$ cat src/rtl/sdram_burst_pkg.sv
package sdram_burst_pkg;
  localparam int CL_MAX = 3;
  localparam int BL_MAX = 8;
  localparam int BEAT_W = $clog2(BL_MAX + 1);

  typedef struct packed {
    logic [1:0]        cl;
    logic [BEAT_W-1:0] bl;
    logic              single;
  } mode_cfg_t;

  function automatic logic cl_code_ok(input logic [1:0] code);
    return code >= 2'd2;
  endfunction

  function automatic logic bl_code_ok(input logic [2:0] code);
    return code <= 3'd3;
  endfunction

  function automatic logic [BEAT_W-1:0] bl_beats(input logic [2:0] code);
    return BEAT_W'(1) << code[1:0];
  endfunction
endpackage

$ cat src/rtl/sdram_mode_reg.sv
module sdram_mode_reg
  import sdram_burst_pkg::*;
(
  input  logic       clk,
  input  logic       rst_n,
  input  logic       load,
  input  logic       busy,
  input  logic [1:0] cl_code,
  input  logic [2:0] bl_code,
  input  logic       single_in,
  output mode_cfg_t  cfg
);
  always_ff @(posedge clk or negedge rst_n) begin
    if (!rst_n) begin
      cfg.cl     <= 2'd2;
      cfg.bl     <= BEAT_W'(4);
      cfg.single <= 1'b0;
    end else if (load && !busy) begin
      if (cl_code_ok(cl_code)) cfg.cl <= cl_code;
      if (bl_code_ok(bl_code)) cfg.bl <= bl_beats(bl_code);
      cfg.single <= single_in;
    end
  end
endmodule

$ cat src/rtl/sdram_burst_ctr.sv
module sdram_burst_ctr
  import sdram_burst_pkg::*;
#(
  parameter int COL_W  = 4,
  parameter int BANK_W = 1
) (
  input  logic              clk,
  input  logic              rst_n,
  input  logic              cmd_valid,
  input  logic              cmd_write,
  input  logic [BANK_W-1:0] cmd_bank,
  input  logic [COL_W-1:0]  cmd_col,
  input  mode_cfg_t         cfg,
  output logic              beat_en,
  output logic              beat_wr,
  output logic [BANK_W-1:0] beat_bank,
  output logic [COL_W-1:0]  beat_col,
  output logic              active,
  output logic [COL_W-1:0]  col_state
);
  logic              act_q, wr_q;
  logic [BANK_W-1:0] bank_q;
  logic [COL_W-1:0]  col_q;
  logic [BEAT_W-1:0] rem_q, start_rem;

  // Increment only the low bits covered by the burst length.
  function automatic logic [COL_W-1:0] wrap_next(input logic [COL_W-1:0] c,
                                                 input logic [BEAT_W-1:0] bl);
    logic [COL_W-1:0] m;
    m = COL_W'(bl - BEAT_W'(1));
    return (c & ~m) | ((c + COL_W'(1)) & m);
  endfunction

  always_comb begin
    beat_en   = cmd_valid | act_q;
    beat_wr   = cmd_valid ? cmd_write : wr_q;
    beat_bank = cmd_valid ? cmd_bank  : bank_q;
    beat_col  = cmd_valid ? cmd_col   : col_q;
    start_rem = (cmd_write && cfg.single) ? '0 : cfg.bl - BEAT_W'(1);
  end

  always_ff @(posedge clk or negedge rst_n) begin
    if (!rst_n) begin
      act_q  <= 1'b0;
      wr_q   <= 1'b0;
      bank_q <= '0;
      col_q  <= '0;
      rem_q  <= '0;
    end else if (cmd_valid) begin
      act_q  <= start_rem != '0;
      wr_q   <= cmd_write;
      bank_q <= cmd_bank;
      col_q  <= wrap_next(cmd_col, cfg.bl);
      rem_q  <= start_rem;
    end else if (act_q) begin
      act_q  <= rem_q > BEAT_W'(1);
      col_q  <= wrap_next(col_q, cfg.bl);
      rem_q  <= rem_q - BEAT_W'(1);
    end
  end

  assign active    = act_q;
  assign col_state = col_q;
endmodule

$ cat src/rtl/sdram_bank_array.sv
module sdram_bank_array #(
  parameter int NBANKS = 2,
  parameter int COL_W  = 4,
  parameter int DATA_W = 16
) (
  input  logic                        clk,
  input  logic                        en,
  input  logic                        wr,
  input  logic [$clog2(NBANKS)-1:0]   bank,
  input  logic [COL_W-1:0]            col,
  input  logic [DATA_W-1:0]           wdata,
  input  logic [DATA_W/8-1:0]         mask,
  output logic [DATA_W-1:0]           rdata,
  output logic [DATA_W/8-1:0]         lane_we
);
  localparam int LANES  = DATA_W / 8;
  localparam int ADDR_W = $clog2(NBANKS) + COL_W;
  localparam int WORDS  = NBANKS << COL_W;

  logic [ADDR_W-1:0] addr;
  assign addr = {bank, col};

  for (genvar g = 0; g < LANES; g++) begin : g_lane
    logic [7:0] lane_mem [WORDS];
    assign lane_we[g] = en & wr & ~mask[g];
    always_ff @(posedge clk) begin
      if (lane_we[g]) lane_mem[addr] <= wdata[g*8 +: 8];
    end
    assign rdata[g*8 +: 8] = lane_mem[addr];
  end
endmodule

$ cat src/rtl/sdram_read_pipe.sv
module sdram_read_pipe #(
  parameter int DATA_W = 16,
  parameter int CL_MAX = 3
) (
  input  logic              clk,
  input  logic              rst_n,
  input  logic              in_valid,
  input  logic [DATA_W-1:0] in_data,
  input  logic [1:0]        cl,
  output logic              out_valid,
  output logic [DATA_W-1:0] out_data,
  output logic              pending
);
  localparam int SEL_W = $clog2(CL_MAX);

  logic [CL_MAX-1:0] v_q;
  logic [DATA_W-1:0] d_q [CL_MAX];
  logic [SEL_W-1:0]  tap;

  always_ff @(posedge clk or negedge rst_n) begin
    if (!rst_n) v_q <= '0;
    else        v_q <= {v_q[CL_MAX-2:0], in_valid};
  end

  always_ff @(posedge clk) begin
    d_q[0] <= in_data;
    for (int i = 1; i < CL_MAX; i++) d_q[i] <= d_q[i-1];
  end

  assign tap       = SEL_W'(cl - 2'd1);
  assign out_valid = v_q[tap];
  assign out_data  = d_q[tap];
  assign pending   = |v_q;
endmodule

$ cat src/rtl/sdram_burst_core.sv
module sdram_burst_core
  import sdram_burst_pkg::*;
#(
  parameter int NBANKS = 2,
  parameter int COL_W  = 4,
  parameter int DATA_W = 16
) (
  input  logic                      clk,
  input  logic                      rst_n,
  input  logic                      cmd_valid,
  input  logic                      cmd_write,
  input  logic [$clog2(NBANKS)-1:0] cmd_bank,
  input  logic [COL_W-1:0]          cmd_col,
  input  logic                      mode_load,
  input  logic [1:0]                mode_cl,
  input  logic [2:0]                mode_bl,
  input  logic                      mode_single,
  input  logic [DATA_W-1:0]         wr_data,
  input  logic [DATA_W/8-1:0]       wr_mask,
  output logic                      rd_valid,
  output logic [DATA_W-1:0]         rd_data
);
  localparam int BANK_W = $clog2(NBANKS);
  localparam int LANES  = DATA_W / 8;

  mode_cfg_t         cfg;
  logic [1:0]        cfg_cl;
  logic [BEAT_W-1:0] cfg_bl;
  logic              cfg_single;
  logic              busy, pipe_pending, eng_active, rd_beat;
  logic              beat_en, beat_wr;
  logic [BANK_W-1:0] beat_bank;
  logic [COL_W-1:0]  beat_col, eng_col;
  logic [DATA_W-1:0] arr_rdata;
  logic [LANES-1:0]  lane_we;

  assign cfg_cl     = cfg.cl;
  assign cfg_bl     = cfg.bl;
  assign cfg_single = cfg.single;
  assign busy       = cmd_valid | eng_active | pipe_pending;
  assign rd_beat    = beat_en & ~beat_wr;

  sdram_mode_reg u_mode (
    .clk(clk), .rst_n(rst_n), .load(mode_load), .busy(busy),
    .cl_code(mode_cl), .bl_code(mode_bl), .single_in(mode_single), .cfg(cfg)
  );

  sdram_burst_ctr #(.COL_W(COL_W), .BANK_W(BANK_W)) u_ctr (
    .clk(clk), .rst_n(rst_n), .cmd_valid(cmd_valid), .cmd_write(cmd_write),
    .cmd_bank(cmd_bank), .cmd_col(cmd_col), .cfg(cfg),
    .beat_en(beat_en), .beat_wr(beat_wr), .beat_bank(beat_bank),
    .beat_col(beat_col), .active(eng_active), .col_state(eng_col)
  );

  sdram_bank_array #(.NBANKS(NBANKS), .COL_W(COL_W), .DATA_W(DATA_W)) u_array (
    .clk(clk), .en(beat_en), .wr(beat_wr), .bank(beat_bank), .col(beat_col),
    .wdata(wr_data), .mask(wr_mask), .rdata(arr_rdata), .lane_we(lane_we)
  );

  sdram_read_pipe #(.DATA_W(DATA_W), .CL_MAX(CL_MAX)) u_pipe (
    .clk(clk), .rst_n(rst_n), .in_valid(rd_beat), .in_data(arr_rdata),
    .cl(cfg_cl), .out_valid(rd_valid), .out_data(rd_data), .pending(pipe_pending)
  );
endmodule

$ cat config.mk
export PLATFORM = sky130hd
export DESIGN_NAME = sdram_burst_core
export DESIGN_NICKNAME = d
export VERILOG_FILES = /design/src/rtl/sdram_burst_pkg.sv /design/src/rtl/sdram_mode_reg.sv /design/src/rtl/sdram_burst_ctr.sv /design/src/rtl/sdram_bank_array.sv /design/src/rtl/sdram_read_pipe.sv /design/src/rtl/sdram_burst_core.sv
export SDC_FILE = /design/constraint.sdc
export NUM_CORES = 1
export LEC_CHECK = 0
export BUFFER_PORTS_ARGS = -buffer_cell sky130_fd_sc_hd__buf_2
export CAP_MARGIN = 20
export CORE_ASPECT_RATIO = 1.2
export CORE_MARGIN = 5
export CORE_UTILIZATION = 45
export DETAILED_ROUTE_END_ITERATION = 7
export MAX_ROUTING_LAYER = met4
export SYNTH_ARGS = -nofsm -noshare
export SYNTH_HDL_FRONTEND = slang
export SYNTH_SLANG_ARGS = --single-unit
$ cat constraint.sdc
create_clock -name clk -period 2.8 [get_ports clk]
set_input_delay 0.56 -clock clk [delete_from_list [all_inputs] [get_ports clk]]
set_output_delay 0.56 -clock clk [all_outputs]
set_load 0.02 [all_outputs]
==> impl_metrics.tcl, run 1 <==
set metrics [dict create \
    worstMarginPinSlew_ns 0.863 \
    vdd_drop_max_uv 528 \
    p_per_area_nw_per_um2 845 \
    worstSetupEndpoint "u_pipe.d_q[0][2]$_DFF_P_" \
    crit_chain "mux2_2 > buf_4 > mux4_2 > nand2_1 > o21ai_0 > a2111o_1" \
    drv_cap 0 \
    ys.flop_type "edfxtp_1" \
    fmax_mhz 374 \
    cts_buffer_depth 3 \
    antenna_found_initial 0 \
    cp-start-kind "flop" \
    crit_path_max_fanout 23 \
    hold_class "input pin to flop" \
    fin_util_pct 53.6 \
    synth_cell_types 66 \
    synth.area.top_cells "edfxtp_1, mux2i_1, dfxtp_1" \
    critPathMaxStageDelay_ns 0.60 \
    layout_min_cycle_time_ns 2.68 \
    wirelength_mm 57.3 \
    synth.top_cell.area_share_pct 67.3 \
    die_x_um 216 \
    cts_tree "done" \
    fin_crit_sh_pct 95.6 \
    reg2reg_to "u_pipe.d_q[0][2]$_DFF_P_" \
    wl_per_cell_um 24.4 \
    grt_pass1_vias 13396 \
    leakage_uw 0.00952 \
    rsz0062_at_grt "no" \
    path_clk_slew_ns 0.07 \
    yosysTopAreaCell "edfxtp_1" \
    seq_area_frac_synth_pct 73.8 \
    yosysWarnings 0 \
    fp.coreArea_um2 50300 \
    cp.arrival_ns 3.17 \
    crit_required_ns 3.30 \
    skew_ns 0.0103 \
    async_reset_ff_share_pct 3.61 \
    rows 90 \
    finalSetupViolations 0 \
    syn_to_final_growth_pct 18.0 \
    status "finished, final reports clean" \
    grtUsageTotal_pct 20.9 \
    crit_path_top_delay_cell "dfrtp_1" \
    synthCells 1454 \
    cts.sinks 581 \
    numCtsBuffers 56 \
    die-area_um2 55400 \
    dr_total_vias 13248 \
    syn-num-nets 1493 \
    clock_latency_ns 0.62 \
    io_buffers 50 \
    drtAntennaViolNets 0 \
    power.total_uw 22800 \
    synth_area_um2 22900 \
    htreeDepth 2 \
    grt.overflow.total 0 \
    diodes 0 \
    synth_edf_count 512 \
    chipHeight_um 257 \
    holdWs_ns 0.130 \
    hp-start "mode_single" \
    path_class "flop to flop" \
    start_util_pct 45.4 \
    relSlewSlack_pct 42.2 \
    root_buffer "clkbuf_16" \
    vias_per_cell 5.66 \
    drive_gt1_share_pct 21.5 \
    post-dp-hpwl_mm 39.4 \
    finalHoldViolCount 0 \
    ios 51 \
    finalMaxSlewViolations 0 \
    drt_pass1_iterations 5 \
    dr.first_iter.drc_count 945 \
    endpoint_kind "flop" \
    synth_seq_cells 581 \
    route.detailed.drc 0 \
    syn_avg_cell_area_um2 15.7 \
    gp_congestion 0.904 \
    fin_nets 1689 \
    grt_max_degree 34 \
    r2r_slack_ns 0.12 \
    reg2reg_depth 6 \
    grt_pass1_wl_mm 85.5 \
]
cell usage in the layout, fill, tap and decap left out, types with 6 or more instances in the layout:
cell and instances:
edfxtp_1 512, buf_4 154, mux2i_1 123, nand2_1 107
nor2_1 69, a21oi_1 69, clkbuf_16 58, buf_2 50
o21a_1 48, dfxtp_1 48, a22oi_1 37, o22ai_1 34
o21ai_0 34, mux4_2 21, buf_12 21, nor2b_1 20
dfrtp_1 19, o22a_1 18, nor2_2 18, clkbuf_1 16
a211oi_1 14, nor4_1 14, inv_1 12, clkinv_1 12
or4_1 11, o221ai_1 11, a2111o_1 11, mux2_2 10
clkinv_2 9, o21ai_1 6, xor2_1 6
per-layer routing:
layer / GRT usage, % / part of all wire [%] / up-vias
li1: - / - / 6069
met5: - / 0 / -
met2: 35.7 / 52 / 375
met1: 26.4 / 41 / 6721
met3: 2.77 / 5.0 / 83
met4: 5.90 / 2.6 / 0
worst min path at each step:
stage               cells after the start  slack, ns                        end
global route                            3       0.13  u_mode.cfg[0]$_DFFE_PN0P_
CTS                                     3       0.11  u_mode.cfg[0]$_DFFE_PN0P_
detailed placement                      0       0.34  u_pipe.d_q[2][13]$_DFF_P_
global placement                        0       0.33   u_pipe.d_q[2][4]$_DFF_P_
floorplan                               0       0.26                  async pin
finish                                  3       0.13  u_mode.cfg[0]$_DFFE_PN0P_
metrics by stage:
step	setup WS, ns	cell area [µm²]	TNS, ns	std cells
6_report	0.124	27000	0	2342
4_1_cts	0.0519	26900	0	2339
2_1_floorplan	-0.0839	22900	-26.81	1454
3_5_place_dp	-0.229	25100	-9.94	2232
5_1_grt	0.0227	27000	0	2342
3_3_place_gp	-0.201	25100	-2.76	2232
sequential cells by signal, indices dropped and copies added (netlist names), named ones only:
register and flops:
u_array.g_lane.lane_mem 512, u_pipe.d_q 48, u_mode.cfg 7, u_ctr.rem_q 4, u_pipe.v_q 3, u_ctr.active 1, u_ctr.bank_q 1, u_ctr.col_state 1
u_ctr.wr_q 1
where the power goes:
group / total, µW / switching [µW] / internal (µW)
Clock: 7380 / 3190 / 4190
Combinational: 4960 / 2850 / 2110
Sequential: 10400 / 456 / 9970
Total: 22800 / 6500 / 16300
Yosys cell counts (12+ instances only):
library cell  instances
a21oi_1              69
mux2i_1             124
o22a_1               18
o22ai_1              34
a22oi_1              37
clkbuf_1             54
nor2_1               87
edfxtp_1            512
dfrtp_1              19
inv_1                12
mux4_2               21
a211oi_1             14
buf_2                19
nor2b_1              20
nand2_1             107
dfxtp_1              48
o21a_1               48
o21ai_0              34
nor4_1               14
critical path: cells and delay by family, from the launching register on:
family,cells,cell delay [ns]
multiplexers,2,0.71
buffers and inverters,1,0.38
AND/OR/NAND/NOR,1,0.08
flip-flops,1,0.60
AO/OA/AOI/OAI,2,0.76
final cells by class:
| cell class | count | area, µm² |
|---|---|---|
| flip-flops and latches | 581 | 16900 |
| repair buffers | 226 | 1840 |
| fillers | 4065 | 23400 |
| inverters | 12 | 45.0 |
| clock inverters | 31 | 262 |
| multi-input cells | 773 | 5620 |
| well taps | 644 | 806 |
| clock buffers | 75 | 1530 |
timing repair:
item,in CTS,in global routing
hold buffers,1,0
buffers inserted,0,3
endpoints found under the hold margin,19,0
endpoints found under the setup margin,0,9
resized for setup,0,1
cell families (layout without fill, tap and decap cells):
| kind of cell | count (synthesis) | count (layout) | synth area share, % |
|---|---|---|---|
| and+or+nand+nor | 291 | 291 | 6.12 |
| AOI/OAI and AO/OA | 308 | 308 | 9.22 |
| buffers and inverters | 100 | 344 | 2.01 |
| DFF | 581 | 581 | 73.8 |
| xor gates and xnor gates | 10 | 10 | 0.383 |
| muxes | 159 | 159 | 8.21 |
| adders and majority gates | 5 | 5 | 0.274 |
Power figures use the tool's default switching activity.
==> run 2, diff against run 1 <==
==> constraint.sdc (replaced) <==
create_clock -name clk -period 2.83 [get_ports clk]
set_input_delay 0.566 -clock clk [delete_from_list [all_inputs] [get_ports clk]]
set_output_delay 0.566 -clock clk [all_outputs]
set_load 0.02 [all_outputs]
==> run 2 against run 1 <==
Net effect: final area decreased by 0.14%; setup slack improved by 0.022 ns; critical path depth stayed put; largest cell class unchanged; highest routed layer unchanged.
==> impl_metrics.tcl, run 2 (synthesis results as in run 1) <==
set metrics [dict create \
    io_buffers 50 \
    routed.top_layer "met4" \
    drv_cap 0 \
    cts.sinks 581 \
    cts_buffer_depth 3 \
    top_regs "u_array.g_lane.lane_mem: 512 flops, u_pipe.d_q: 48 flops, u_mode.cfg: 7 flops" \
    drive_gt1_share_pct 21.4 \
    fillCellCount 3999 \
    drt-met1-wl_mm 23.7 \
    gp_congestion 0.889 \
    grt_pass1_wl_mm 86.2 \
    start_util_pct 45.4 \
    drt_pass1_iterations 5 \
    setup_tns_ns 0 \
    cp-start-kind "flop" \
    path_clk_slew_ns 0.06 \
    dr.first_iter.drc_count 1181 \
    design_area_um2 26900 \
    hp-start "mode_single" \
    path_class "flop to primary output" \
    grt_max_degree 37 \
    skew_ns 0.0268 \
    wirelength_mm 58.5 \
    crit_path_max_fanout 36 \
    vias_per_cell 5.73 \
    rsz0062_at_grt "no" \
    p_per_area_nw_per_um2 844 \
    fmax_mhz 373 \
    ios 51 \
    hold_class "input pin to flop" \
    dr_wl_met3_mm 3.32 \
    cp.arrival_ns 2.12 \
    wl_per_cell_um 25.2 \
    placed_area_um2 25000 \
    largest_register_ff_count 512 \
    die-area_um2 55400 \
    finalHoldViolCount 0 \
    fin_util_pct 53.5 \
    numCtsBuffers 57 \
    clock_latency_ns 0.62 \
    drtAntennaViolNets 0 \
    status "finished, final reports clean" \
    post-dp-hpwl_mm 40.1 \
    endpoint_kind "primary output" \
    largest_register "u_array.g_lane.lane_mem" \
    leakage_uw 0.00950 \
    worstMarginPinSlew_ns 0.834 \
    final_cell_mix "edfxtp_1, buf_4, mux2i_1" \
    vdd_drop_max_uv 527 \
    fp.coreArea_um2 50300 \
    crit_required_ns 2.26 \
    grt_pass1_vias 13218 \
    grtUsageTotal_pct 21.3 \
    route.detailed.drc 0 \
    root_buffer "clkbuf_16" \
    diodes 0 \
    chipHeight_um 257 \
    relSlewSlack_pct 44.2 \
    htreeDepth 2 \
    fin_nets 1672 \
    fin_crit_sh_pct 94.8 \
    layout_min_cycle_time_ns 2.68 \
    finalSetupViolations 0 \
    syn_to_final_growth_pct 17.8 \
    cp-startpoint "u_mode.cfg[6]$_DFFE_PN1P_" \
    cts_tree "done" \
    met2_length_mm 29.5 \
    dr_total_vias 13324 \
    die_x_um 216 \
    rows 90 \
    antenna_found_initial 1 \
    layout_commonest_cell "edfxtp_1" \
    finalMaxSlewViolations 0 \
    grt.overflow.total 0 \
]
==> run 2: cell types whose count changed in the layout (fill, tap and decap cells not counted), sizes merged <==
cell,previous run,this run
clkinv,22,15
inv,12,14
buf,225,207
clkbuf,75,86
clkinvlp,5,1
bufinv,4,2
==> run 2: timing repair <==
action | 4_1_cts | 5_1_grt
endpoints found under the setup margin | 12 | 12
gates resized for setup | 1 | 2
endpoints found under the hold margin | 19 | 0
hold buffers | 1 | 0
setup buffers | 0 | 0
==> run 2: layout make-up <==
cell class / instances / area, µm² / share of cell area (%)
Sequential cell: 581 / 16900 / 62.6
Clock buffer: 86 / 1690 / 6.27
Tap cell: 644 / 806 / 2.99
Multi-Input combinational cell: 773 / 5620 / 20.9
Inverter: 12 / 45.0 / 0.167
Clock inverter: 20 / 188 / 0.697
Timing Repair Buffer: 208 / 1710 / 6.37
==> run 2: per-layer routing <==
metal | GRT usage, % | vias up
li1 | - | 6045
met5 | - | -
met3 | 2.86 | 97
met2 | 35.6 | 449
met4 | 7.27 | 0
met1 | 27.2 | 6733
==> run 2: path summary, 6_finish.rpt <==
check | slack, ns | depth (start not counted) | to
worst min-delay path | 0.16 | 3 | u_mode.cfg[0]$_DFFE_PN0P_
worst min register to register | 0.35 | 0 | u_pipe.d_q[2][2]$_DFF_P_
max in group asynchronous | 2.01 | 2 | u_mode.cfg[3]$_DFFE_PN1P_
worst max register to register | 0.18 | 6 | u_pipe.d_q[0][10]$_DFF_P_
worst max-delay path | 0.15 | 6 | rd_data[12]
min in group asynchronous | 0.46 | 2 | u_mode.cfg[5]$_DFFE_PN0P_
==> run 2: per-stage QoR <==
step | setup WS, ns | std cells | hold WS, ns | total power [µW]
finish | 0.146 | 2324 | 0.162 | 22700
global route | 0.0197 | 2324 | 0.148 | 23600
CTS | 0.0265 | 2324 | 0.135 | 22800
detailed placement | -0.187 | 2217 | 0.338 | 15400
global placement | -0.176 | 2217 | 0.332 | 15300
floorplan | -0.0599 | 1454 | 0.270 | 13300
==> run 2: report_power, final <==
part	switching (µW)	total [µW]	internal (µW)
combinational	2850	4930	2080
clock	3170	7480	4310
sequential	456	10300	9860
total	6480	22700	16200
==> run 2: worst max-delay path, cell delays in order, from the launching register on <==
cell and delay (ns):
dfstp_2 0.69, buf_12 0.24, nand2b_1 0.19, nand2_1 0.09
nor2_1 0.09, nor2_1 0.05, buf_2 0.15
